`src/rtl/pwm_pkg.sv`:
```
package pwm_pkg;
  localparam int WORD_W    = 32;
  localparam int DUTY_W    = 8;
  localparam int SCALE_W   = 13;
  localparam int EN_BIT    = 31;
  localparam int DUTY_LSB  = 16;
  localparam int SCALE_LSB = 0;
  localparam int FRAME_LEN = 1 << DUTY_W;

  typedef struct packed {
    logic               en;
    logic [DUTY_W-1:0]  duty;
    logic [SCALE_W-1:0] scale;
  } ch_cfg_t;

  function automatic ch_cfg_t word_to_cfg(logic [WORD_W-1:0] w);
    ch_cfg_t c;
    c.en    = w[EN_BIT];
    c.duty  = w[DUTY_LSB +: DUTY_W];
    c.scale = w[SCALE_LSB +: SCALE_W];
    return c;
  endfunction

  function automatic logic [WORD_W-1:0] cfg_to_word(ch_cfg_t c);
    logic [WORD_W-1:0] w;
    w = '0;
    w[EN_BIT]                 = c.en;
    w[DUTY_LSB +: DUTY_W]     = c.duty;
    w[SCALE_LSB +: SCALE_W]   = c.scale;
    return w;
  endfunction
endpackage

```
`src/rtl/pwm_prescaler.sv`:
```
module pwm_prescaler
  import pwm_pkg::*;
(
  input  logic               clk_i,
  input  logic               rst_ni,
  input  logic               run_i,
  input  logic [SCALE_W-1:0] scale_i,
  output logic               step_o
);
  logic [SCALE_W-1:0] cnt_q;

  assign step_o = run_i && (cnt_q == scale_i);

  always_ff @(posedge clk_i or negedge rst_ni) begin
    if (!rst_ni)                cnt_q <= '0;
    else if (!run_i || step_o)  cnt_q <= '0;
    else                        cnt_q <= cnt_q + 1'b1;
  end

  // divider count never passes the active divider value
  assert_cnt_bound_R4: assert property (@(posedge clk_i) disable iff (!rst_ni)
    run_i |-> cnt_q <= scale_i);

  // stopped prescaler restarts from zero
  assert_cnt_idle_R6: assert property (@(posedge clk_i) disable iff (!rst_ni)
    !run_i |=> cnt_q == '0);
endmodule

```
`src/rtl/pwm_channel.sv`:
```
module pwm_channel
  import pwm_pkg::*;
(
  input  logic    clk_i,
  input  logic    rst_ni,
  input  ch_cfg_t cfg_i,
  output logic    pwm_o
);
  logic               run_q;
  logic [DUTY_W-1:0]  tick_q;
  logic [DUTY_W-1:0]  act_duty_q;
  logic [SCALE_W-1:0] act_scale_q;
  logic               step;
  logic               frame_end;

  pwm_prescaler u_presc (
    .clk_i   (clk_i),
    .rst_ni  (rst_ni),
    .run_i   (run_q),
    .scale_i (act_scale_q),
    .step_o  (step)
  );

  assign frame_end = step && (tick_q == {DUTY_W{1'b1}});

  // idle: shadow follows config so the first frame uses fresh values
  always_ff @(posedge clk_i or negedge rst_ni) begin
    if (!rst_ni) begin
      run_q       <= 1'b0;
      tick_q      <= '0;
      act_duty_q  <= '0;
      act_scale_q <= '0;
    end else begin
      run_q <= cfg_i.en;
      if (!run_q) begin
        tick_q      <= '0;
        act_duty_q  <= cfg_i.duty;
        act_scale_q <= cfg_i.scale;
      end else if (step) begin
        tick_q <= tick_q + 1'b1;
        if (frame_end) begin
          act_duty_q  <= cfg_i.duty;
          act_scale_q <= cfg_i.scale;
        end
      end
    end
  end

  assign pwm_o = run_q && (tick_q < act_duty_q);

  assert_shadow_hold_R8: assert property (@(posedge clk_i) disable iff (!rst_ni)
    run_q && !frame_end |=> $stable(act_duty_q) && $stable(act_scale_q));

  assert_zero_duty_low_R5: assert property (@(posedge clk_i) disable iff (!rst_ni)
    pwm_o |-> act_duty_q != '0);

  assert_idle_tick_R6: assert property (@(posedge clk_i) disable iff (!rst_ni)
    !run_q |=> tick_q == '0);

  assert_frame_wrap_R4: assert property (@(posedge clk_i) disable iff (!rst_ni)
    run_q && cfg_i.en && frame_end |=> tick_q == '0);
endmodule

```
`src/rtl/pwm_ctrl.sv`:
```
module pwm_ctrl
  import pwm_pkg::*;
#(
  parameter int NUM_CH = 4,
  parameter int ADDR_W = 8
) (
  input  logic                clk_i,
  input  logic                rst_ni,
  input  logic                wr_en_i,
  input  logic [ADDR_W-1:0]   addr_i,
  input  logic [WORD_W-1:0]   wdata_i,
  output logic [WORD_W-1:0]   rdata_o,
  output logic [NUM_CH-1:0]   pwm_o
);
  localparam int SLOT_LSB = 4;
  localparam int IDX_W    = ADDR_W - SLOT_LSB;

  logic [IDX_W-1:0] ch_idx;
  logic             hit;
  ch_cfg_t          cfg_q [NUM_CH];

  assign ch_idx = addr_i[ADDR_W-1:SLOT_LSB];
  assign hit    = (addr_i[SLOT_LSB-1:0] == '0) &&
                  ({1'b0, ch_idx} < (IDX_W+1)'(NUM_CH));

  always_comb begin
    rdata_o = '0;
    for (int i = 0; i < NUM_CH; i++)
      if (hit && ch_idx == IDX_W'(i)) rdata_o = cfg_to_word(cfg_q[i]);
  end

  for (genvar g = 0; g < NUM_CH; g++) begin : g_ch
    logic sel;
    assign sel = wr_en_i && hit && (ch_idx == IDX_W'(g));

    always_ff @(posedge clk_i or negedge rst_ni) begin
      if (!rst_ni)  cfg_q[g] <= '0;
      else if (sel) cfg_q[g] <= word_to_cfg(wdata_i);
    end

    pwm_channel u_ch (
      .clk_i  (clk_i),
      .rst_ni (rst_ni),
      .cfg_i  (cfg_q[g]),
      .pwm_o  (pwm_o[g])
    );

    assert_wr_store_R2: assert property (@(posedge clk_i) disable iff (!rst_ni)
      wr_en_i && addr_i == ADDR_W'(g << SLOT_LSB)
      |=> cfg_to_word(cfg_q[g]) ==
          ($past(wdata_i) & ((32'h1 << EN_BIT) | (32'hFF << DUTY_LSB) | 32'h1FFF)));

    assert_other_hold_R3: assert property (@(posedge clk_i) disable iff (!rst_ni)
      !(wr_en_i && addr_i == ADDR_W'(g << SLOT_LSB)) |=> $stable(cfg_q[g]));
  end
endmodule

```
`config.mk`:
```
export PLATFORM = sky130hd
export DESIGN_NAME = pwm_ctrl
export DESIGN_NICKNAME = d
export VERILOG_FILES = /design/src/rtl/pwm_pkg.sv /design/src/rtl/pwm_prescaler.sv /design/src/rtl/pwm_channel.sv /design/src/rtl/pwm_ctrl.sv
export SDC_FILE = /design/constraint.sdc
export NUM_CORES = 1
export LEC_CHECK = 0
export ABC_AREA = 1
export ABC_CLOCK_PERIOD_IN_PS = 1900
export BUFFER_PORTS_ARGS = -buffer_cell sky130_fd_sc_hd__buf_4
export CAP_MARGIN = 30
export CORE_AREA = 5 5 158 175
export CTS_CLUSTER_SIZE = 10
export DETAILED_ROUTE_END_ITERATION = 6
export DIE_AREA = 0 0 163 180
export PLACE_DENSITY_LB_ADDON = 0.25
export RECOVER_POWER = 50
export SETUP_SLACK_MARGIN = 0.4
export SYNTH_ARGS = -nofsm -noshare
export SYNTH_HDL_FRONTEND = slang
export SYNTH_SLANG_ARGS = --single-unit
```
`constraint.sdc`:
```
create_clock -name clk_i -period 1.9 [get_ports clk_i]
set_input_delay 0.19 -clock clk_i [delete_from_list [all_inputs] [get_ports clk_i]]
set_output_delay 0.19 -clock clk_i [all_outputs]
set_load 0.02 [all_outputs]
```
==> reports/qor.txt, run 1 <==
Synth async-reset ratio -> 100%
Hpwl dp -> 24900 µm
Relative slew slack -> -3.07%
DRT Wirelength -> 40400 µm
Remaining DRCs -> 0
Warnings, synthesis -> 0
Synthesized area -> 13700 µm²
Max Fclk -> 485 MHz
Final Critical Period -> 2060 ps
Multi-input combinational cell area -> 7390 µm²
Avg WL per Cell -> 17.7 µm
WP data arrival -> 1870 ps
H-tree depth -> 1
R2r setup slk -> 80 ps
Top cells by area, synth -> dfrtp_1 (48%), nand2_1 (14%), nand3_1 (7.1%), inv_1 (4.7%), nor2_1 (3.5%)
Total of max-cap violations -> 1
Die H -> 180 µm
P_sw -> 0.00275 W
Die Area -> 29300 µm²
Drt pass-1 iters -> 5
CTS max path bufs -> 3
Worst hold path class -> in -> reg
Crit path capture type -> output pin
Grt ovf -> 0
Area post-placement -> 14500 µm²
# diodes -> 0
Clock power frac -> 45.2%
Largest net degree at the start of global routing -> 56
Crit share post-route -> 108%
Die X -> 163 µm
Leak -> 9.05 nW
Initial core utilization -> 53.1%
Post-synth EDFFs -> 0
Setup-failing EPs final -> 8
Int Pwr -> 0.00887 W
Placer Congestion -> 0.953
Max FO, Critical Path -> 2
Final Hold Slack -> 7.58 ps
Worst-Margin Slew -> 1550 ps
Worst vdd ir -> 0.000824 V
Top cell type by total area after synthesis -> dfrtp_1
Final Hold Fails -> 0
Main synth FF type -> dfrtp_1
Worst r2r src -> g_ch[1].u_ch.tick_q[1]
CTS Buf Count -> 31
DR iter-0 viols -> 779
Sequential cell area fraction in the yosys report -> 47.5%
Crit. Startpoint -> g_ch[3].u_ch.act_duty_q[1]
Vias in the first global route -> 12400
R2R Path End -> g_ch[1].u_ch.act_scale_q[1]
CP endpoint -> pwm_o[3]
GRT Total Usage -> 26.7%
RSZ-0062 raised after global routing -> yes
Clk sinks -> 260
Mean post-synth cell area -> 7.98 µm²
Storage cell area -> 6520 µm²
Port bufs -> 58
# rows -> 62
Status -> finished, violations left
CP Launch Type -> register
Synth-to-Final Area Change -> 33.9%
Failing checks -> capacitance limit, slew limit, setup timing
First-pass GRT wire length -> 63800 µm
Post-synth cell types -> 39
Top Ports -> 79
Worst R2R Path Depth -> 10
Core box area -> 25800 µm²
Clock root buffer -> clkbuf_16
CTS tree -> done
Sw Ratio -> 23.7%
PnR worst setup slack -> -160 ps
Skew-Pair Late Insertion Delay -> 560 ps
Cell area after layout -> 18300 µm²
Cell count after synthesis -> 1716
Post-route ant nets -> 0
Initial antenna violation count -> 0
Post-synth top area share -> 47.5%
Vias/cell -> 5.47
Worst endpoint required time -> 1710 ps
Gate power share -> 6.0%
Commonest non-fill, non-tap cells in the layout -> nand2_1 (403), dfrtp_1 (246), inv_1 (147), nand3_1 (144), buf_4 (129)
Sequential power share -> 48.9%
Via count -> 12500
Clock transition at the registers of the reported paths -> 60 ps
Crit Path Class -> reg -> out
Final core utilization -> 71.2%
Worst clock skew -> 13.6 ps
Fillers -> 1875
Cell count of the worst hold path -> 3
Most common cell after layout, fill and taps aside -> nand2_1
Max Slew Vio Count -> 56
Share of cells above drive strength 1 -> 32.0%
Power Density -> 633 nW/µm²
Yosys reg bits -> 260
# nets final -> 2002
## kinds of logic (layout without fill, tap and decap cells)
| kind of cell | count (synthesis) | after routing | synth area share (%) |
|---|---|---|---|
| simple gates | 959 | 962 | 30.7 |
| flops | 260 | 260 | 47.5 |
| buf+inv | 254 | 457 | 8.43 |
| compound gates | 145 | 145 | 6.13 |
| xor+xnor | 61 | 61 | 3.90 |
| fa+ha+maj | 36 | 36 | 3.29 |
| other cells | 1 | 10 | 0.0274 |
## synth_stat cells, types with 4 or more instances
cell and number:
xor2_1 43, ha_1 36, o21ai_1 58, or2_2 4, nor4_1 5, nand4_1 40, nor2_1 128, nand2_1 513
nand2_2 36, nand3_1 195, buf_4 20, buf_2 27, clkbuf_1 15, buf_6 10, inv_2 4, inv_1 170
buf_1 7, nor3b_1 5, o21ai_0 31, o21a_1 4, xnor2_1 18, nor3_1 19, o21ai_2 22, dfrtp_1 260
a21oi_1 23
## power by group through the flow
stage,Clock [W],Sequential (W),Combinational (W)
global route,0.00552,0.00568,0.000769
floorplan,0,0.00573,0.000255
finish,0.00525,0.00567,0.000694
CTS,0.00526,0.00567,0.000638
global placement,0,0.00576,0.000521
detailed placement,0,0.00576,0.000529
## per-stage QoR
stage	setup TNS, ps	power [W]	instances	setup slack, ps
CTS	-676	0.0116	2254	-196
global route	-4680	0.0120	2283	-268
finish	-600	0.0116	2283	-160
floorplan	0	0.00599	1725	356
detailed placement	-158	0.00629	2095	-23.2
global placement	0	0.00628	2095	29.1
## critical path, stage by stage (launching register included)
cell and delay, ps:
dfrtp_1 360, inv_1 60, ha_1 300, a21oi_2 130, o21ai_1 70, nand4_1 90
nand2_1 50, nor2_1 100, buf_4 160
## how the worst min path moves through the flow
stage | endpoint | slack (ps) | from
5_1_grt | cfg_q[53] | 20 | wdata_i[9]
3_5_place_dp | g_ch[1].u_ch.act_duty_q[5] | 170 | rst_ni
2_1_floorplan | cfg_q[0] | -110 | rst_ni
6_report | cfg_q[46] | 8 | wdata_i[2]
3_3_place_gp | g_ch[1].u_ch.act_duty_q[6] | 170 | rst_ni
4_1_cts | cfg_q[57] | 0.6 | wdata_i[16]
## sequential cells by signal (all words and copies together) (netlist names)
name and flops:
g_ch.u_ch.act_scale_q 52, g_ch.u_ch.act_duty_q 32, g_ch.u_ch.tick_q 32, g_ch.u_ch.u_presc.cnt_q 52, g_ch.u_ch.run_q 4, cfg_q 88
## metal layers
metal | up-vias | share of wire, % | GRT usage [%]
met5 | - | 0 | 0
met4 | 0 | 5.8 | 13.4
met3 | 140 | 5.2 | 3.62
met2 | 436 | 49 | 44.4
met1 | 6023 | 40 | 34.1
li1 | 5889 | - | -
## area by class of cell
class / instances / share of cell area [%]
multi-input combinational: 1214 / 40.3
sequential: 260 / 35.6
timing repair buffer: 242 / 13.5
clock buffer: 39 / 4.56
inverter: 174 / 3.60
tap: 352 / 2.40
clock inverter: 2 / 0.0751
## timing repair
item,4_1_cts,5_1_grt
hold buffers,18,0
buffers inserted,75,28
pin swaps,93,74
gates resized for setup,277,178
cloned,25,1
setup endpoints to repair,181,238
endpoints found under the hold margin,239,0
No activity file was read; power rests on OpenSTA's default activity.
==> run 2: changes to the inputs <==
--- a/config.mk
+++ b/config.mk
@@ -6,7 +6,7 @@
 export NUM_CORES = 1
 export LEC_CHECK = 0
 export ABC_AREA = 1
-export ABC_CLOCK_PERIOD_IN_PS = 1900
+export ABC_CLOCK_PERIOD_IN_PS = 1700
 export BUFFER_PORTS_ARGS = -buffer_cell sky130_fd_sc_hd__buf_4
 export CAP_MARGIN = 30
 export CORE_AREA = 5 5 158 175
@@ -19,3 +19,4 @@
 export SYNTH_ARGS = -nofsm -noshare
 export SYNTH_HDL_FRONTEND = slang
 export SYNTH_SLANG_ARGS = --single-unit
+export TNS_END_PERCENT = 5
==> constraint.sdc (replaced) <==
create_clock -name clk_i -period 1.7 [get_ports clk_i]
set_input_delay 0.17 -clock clk_i [delete_from_list [all_inputs] [get_ports clk_i]]
set_output_delay 0.17 -clock clk_i [all_outputs]
set_load 0.02 [all_outputs]
==> reports/qor.txt, run 2 (synthesized netlist as in run 1, its figures left out) <==
Status -> finished, violations left
Failing checks -> setup timing
Setup-failing EPs final -> 35
Largest net degree at the start of global routing -> 64
R2r setup slk -> -150 ps
Clk sinks -> 260
Cell count of the worst hold path -> 3
Post-route ant nets -> 0
Clock power frac -> 44.7%
Worst R2R Path Depth -> 9
Sequential power share -> 49.6%
Setup WS pre-CTS -> -117 ps
Crit share post-route -> 119%
Power, Total -> 0.0128 W
Via count -> 12000
Dpl cells -> 2129
Most common cell after layout, fill and taps aside -> nand2_1
Largest Register -> cfg_q
Power Density -> 724 nW/µm²
Final Critical Period -> 2020 ps
HP Start -> wdata_i[6]
WHS Endpoint -> cfg_q[50]
# nets final -> 1951
Die X -> 163 µm
Final non-filler cell total -> 2230
Crit Path Class -> reg -> out
Share of cells above drive strength 1 -> 29.0%
Largest register FFs -> 88
Int Pwr -> 0.00983 W
Core box area -> 25800 µm²
Commonest non-fill, non-tap cells in the layout -> nand2_1 (423), dfrtp_1 (240), nand3_1 (177), inv_1 (143), nand2_2 (109)
Top flop regs -> cfg_q: 88 flops, g_ch.u_ch.act_scale_q: 52 flops, g_ch.u_ch.u_presc.cnt_q: 52 flops
First-pass GRT wire length -> 59600 µm
Worst hold path class -> in -> reg
Vias in the first global route -> 11800
Sw Ratio -> 23.1%
Clock transition at the registers of the reported paths -> 60 ps
DR iter-0 viols -> 880
PnR worst setup slack -> -323 ps
CTS tree -> done
CTS Buf Count -> 30
CTS max path bufs -> 3
Max Slew Vio Count -> 0
Total of max-cap violations -> 0
Relative slew slack -> 40.0%
Grt ovf -> 0
Gate power share -> 5.7%
Leak -> 8.53 nW
Drt pass-1 iters -> 7
Port bufs -> 58
# rows -> 62
Max Fclk -> 494 MHz
R2R Path End -> g_ch[1].u_ch.act_scale_q[12]
RSZ-0062 raised after global routing -> yes
Worst r2r src -> g_ch[1].u_ch.tick_q[3]
Crit path largest cell delay -> 380 ps
Worst vdd ir -> 0.000680 V
Initial antenna violation count -> 1
Remaining DRCs -> 0
Worst clock skew -> 8.42 ps
Final Hold Fails -> 0
Worst-Margin Slew -> 901 ps
DR WL met2 -> 18800 µm
DR top layer -> met4
Skew-Pair Late Insertion Delay -> 560 ps
M1 WL -> 14900 µm
Top Ports -> 79
DRT Wirelength -> 37100 µm
Vias/cell -> 5.39
CP Launch Type -> register
Synth-to-Final Area Change -> 28.9%
Die Area -> 29300 µm²
Final core utilization -> 68.5%
Crit path capture type -> output pin
Avg WL per Cell -> 16.6 µm
Placer Congestion -> 0.923
Slowest-stage cell, CP -> dfrtp_1
GRT Total Usage -> 24.6%
Hpwl dp -> 25100 µm
Worst endpoint required time -> 1530 ps
Wire length on met3 -> 1690 µm
Final Hold Slack -> 11.0 ps
Die H -> 180 µm
Initial core utilization -> 53.1%
H-tree depth -> 1
Max FO, Critical Path -> 2
P_sw -> 0.00295 W
Critical-path cell list -> ha_1, a21oi_2, o21ai_1, nand4_1, nand2_1, nor2_1, buf_4
WP data arrival -> 1850 ps
Clock root buffer -> clkbuf_16
[run 2: worst max path at each step]
| stage | start | end | slack [ps] | depth (start not counted) |
|---|---|---|---|---|
| global route | g_ch[2].u_ch.act_duty_q[1] | pwm_o[2] | -440 | 8 |
| finish | g_ch[3].u_ch.tick_q[1] | pwm_o[3] | -320 | 7 |
| detailed placement | addr_i[6] | cfg_q[14] | -120 | 11 |
| CTS | g_ch[2].u_ch.tick_q[3] | pwm_o[2] | -400 | 7 |
| global placement | addr_i[1] | cfg_q[17] | -70 | 11 |
| floorplan | addr_i[1] | rdata_o[10] | 170 | 9 |
[run 2: routing by layer]
metal | track usage (%) | vias up
met3 | 2.63 | 121
li1 | - | 5764
met5 | 0 | -
met1 | 32.1 | 5784
met2 | 42.0 | 350
met4 | 10.2 | 0
[run 2: power by group through the flow]
stage / clock network [W] / registers [W] / logic, W
3_5_place_dp: 0 / 0.00643 / 0.000606
4_1_cts: 0.00579 / 0.00633 / 0.000694
6_report: 0.00572 / 0.00633 / 0.000726
2_1_floorplan: 0 / 0.00640 / 0.000286
3_3_place_gp: 0 / 0.00643 / 0.000599
5_1_grt: 0.00605 / 0.00634 / 0.000806
[run 2: worst max-delay path: cells and delay by family, from the launching register on]
family,cells,cell delay [ps]
AO/OA/AOI/OAI,2,220
adder cells (fa/ha/maj),1,310
flip-flops,1,380
AND/OR/NAND/NOR,3,240
buffers and inverters,1,150
[run 2: final cells by class]
cell class              instances  area (µm²)
diodes                          1        2.50
inverters                     174         666
multi-input cells            1212        7240
clock inverters                 2        46.3
flip-flops and latches        260        6530
clock buffers                  35         779
repair buffers                194        1940
well taps                     352         440
fillers                      2008        8110
[run 2: through the flow]
step | cell area [µm²] | TNS [ps]
4_1_cts | 17000 | -1890
6_report | 17600 | -4220
3_5_place_dp | 15000 | -2290
2_1_floorplan | 13800 | 0
5_1_grt | 17600 | -10050
3_3_place_gp | 15000 | -1600
[run 2: repair_timing]
action | in CTS | in global routing
hold endpoints to repair | 157 | 0
gates cloned | 3 | 2
buffers inserted | 24 | 14
resized for setup | 224 | 162
pin swaps | 167 | 97
setup endpoints to repair | 194 | 194
hold buffers | 20 | 0
==> run 3: changes to the inputs <==
--- a/config.mk
+++ b/config.mk
@@ -6,7 +6,7 @@
 export NUM_CORES = 1
 export LEC_CHECK = 0
 export ABC_AREA = 1
-export ABC_CLOCK_PERIOD_IN_PS = 1700
+export ABC_CLOCK_PERIOD_IN_PS = 2290
 export BUFFER_PORTS_ARGS = -buffer_cell sky130_fd_sc_hd__buf_4
 export CAP_MARGIN = 30
 export CORE_AREA = 5 5 158 175
==> constraint.sdc (replaced) <==
create_clock -name clk_i -period 2.29 [get_ports clk_i]
set_input_delay 0.229 -clock clk_i [delete_from_list [all_inputs] [get_ports clk_i]]
set_output_delay 0.229 -clock clk_i [all_outputs]
set_load 0.02 [all_outputs]
==> reports/qor.txt, run 3 (synthesized netlist as in run 1, its figures left out) <==
Status -> finished, violations left
Failing checks -> capacitance limit, slew limit
DR iter-0 viols -> 792
Commonest non-fill, non-tap cells in the layout -> nand2_1 (515), dfrtp_1 (254), nand3_1 (196), inv_1 (166), nor2_1 (126)
Final non-filler cell total -> 2158
Top flop regs -> cfg_q: 88 flops, g_ch.u_ch.act_scale_q: 52 flops, g_ch.u_ch.u_presc.cnt_q: 52 flops
Largest net degree at the start of global routing -> 70
Final setup TNS -> 0 ps
Crit path capture type -> output pin
Skew-Pair Late Insertion Delay -> 560 ps
Grt ovf -> 0
Cell count of the worst hold path -> 3
Initial antenna violation count -> 1
Max Fclk -> 469 MHz
DRT Wirelength -> 33800 µm
Synth-to-Final Area Change -> 14.2%
Clock root buffer -> clkbuf_16
Final Hold Slack -> 8.58 ps
Max FO, Critical Path -> 18
Worst vdd ir -> 0.000589 V
Crit share post-route -> 93.2%
First-pass GRT wire length -> 56700 µm
Placer Congestion -> 0.943
Largest Register -> cfg_q
Avg WL per Cell -> 15.7 µm
# rows -> 62
Top Ports -> 79
Die H -> 180 µm
Most common cell after layout, fill and taps aside -> nand2_1
Setup-failing EPs final -> 0
Clk sinks -> 260
Worst hold path class -> in -> reg
DR top layer -> met4
Final Critical Period -> 2130 ps
Total of max-cap violations -> 1
Vias in the first global route -> 11100
Initial core utilization -> 53.1%
Dpl cells -> 2095
CTS max path bufs -> 3
Via count -> 11200
CTS tree -> done
Worst endpoint required time -> 2060 ps
DR WL met2 -> 16300 µm
Power Density -> 594 nW/µm²
Leak -> 7.88 nW
Remaining DRCs -> 0
Worst-Margin Slew -> 1640 ps
M1 WL -> 14900 µm
Vias/cell -> 5.21
Die Area -> 29300 µm²
CP Launch Type -> input pin
Post-route ant nets -> 0
H-tree depth -> 1
RSZ-0062 raised after global routing -> yes
CTS Buf Count -> 30
# nets final -> 1879
Core box area -> 25800 µm²
WP data arrival -> 1900 ps
Hpwl dp -> 24500 µm
Die X -> 163 µm
Crit Path Class -> in -> out
Fillers -> 2295
Relative slew slack -> -9.19%
GRT Total Usage -> 23.3%
Clock transition at the registers of the reported paths -> 50 ps
Max Slew Vio Count -> 69
Final Hold Fails -> 0
Share of cells above drive strength 1 -> 14.5%
R2r setup slk -> 460 ps
Largest register FFs -> 88
Wire length on met3 -> 1430 µm
Worst R2R Path Depth -> 11
Port bufs -> 58
Worst clock skew -> 19.2 ps
Drt pass-1 iters -> 5
-- run 3: cell count changes in the layout (fill, tap and decap cells not counted), sizes merged --
cell         before  now
buf             164  116
clkbuf           45   39
bufinv            1    0
nor2            135  134
clkinv            1    2
dlygate4sd3      20    3
-- run 3: timing repair --
action | CTS | global route
endpoints found under the hold margin | 67 | 0
setup buffers | 13 | 9
endpoints found under the setup margin | 26 | 96
resized for setup | 19 | 20
hold buffers | 3 | 0
pin swaps | 7 | 11
gates cloned | 0 | 0
-- run 3: layout make-up --
| type | instances | area, µm² | share of cell area, % |
|---|---|---|---|
| repair buffers | 123 | 992 | 6.35 |
| multi-input cells | 1211 | 6200 | 39.7 |
| clock inverters | 2 | 35.0 | 0.224 |
| clock buffers | 35 | 790 | 5.05 |
| diodes | 1 | 2.50 | 0.0160 |
| inverters | 174 | 653 | 4.18 |
| well taps | 352 | 440 | 2.82 |
| flip-flops and latches | 260 | 6510 | 41.7 |
-- run 3: final timing paths --
check,start,end
max reg2reg,g_ch[0].u_ch.tick_q[1],g_ch[0].u_ch.act_scale_q[9]
max,addr_i[6],rdata_o[12]
min reg2reg,cfg_q[87],g_ch[0].u_ch.run_q
min in group asynchronous,rst_ni,g_ch[2].u_ch.u_presc.cnt_q[2]
max in group asynchronous,rst_ni,g_ch[1].u_ch.act_scale_q[7]
min,wdata_i[16],cfg_q[57]
-- run 3: power breakdown --
group	total (W)	internal [W]	switching, W
combinational	0.000417	0.000124	0.000293
clock	0.00417	0.00239	0.00178
sequential	0.00470	0.00465	0.0000539
-- run 3: critical path, cell delays in order --
cell	delay (ps)
buf_4	120
nor2_2	120
nand2_2	70
nor3_4	220
nand2_1	270
nor2_8	350
nand2_1	90
nand3_1	90
nand2_1	110
nand2_1	90
buf_4	140
-- run 3: stage by stage --
stage	util [%]	instance area, µm²	setup WS, ps	power [W]
finish	60.7	15600	157	0.00928
global route	60.7	15600	65.6	0.00963
CTS	60.3	15500	198	0.00937
detailed placement	56.3	14500	287	0.00520
global placement	56.3	14500	291	0.00519
floorplan	-	13700	646	0.00496
-- run 3: per-layer routing --
metal | GRT usage [%] | up-vias
li1 | - | 5622
met1 | 32.1 | 5295
met2 | 38.5 | 252
met3 | 3.16 | 70
met4 | 7.48 | 0
met5 | 0 | -
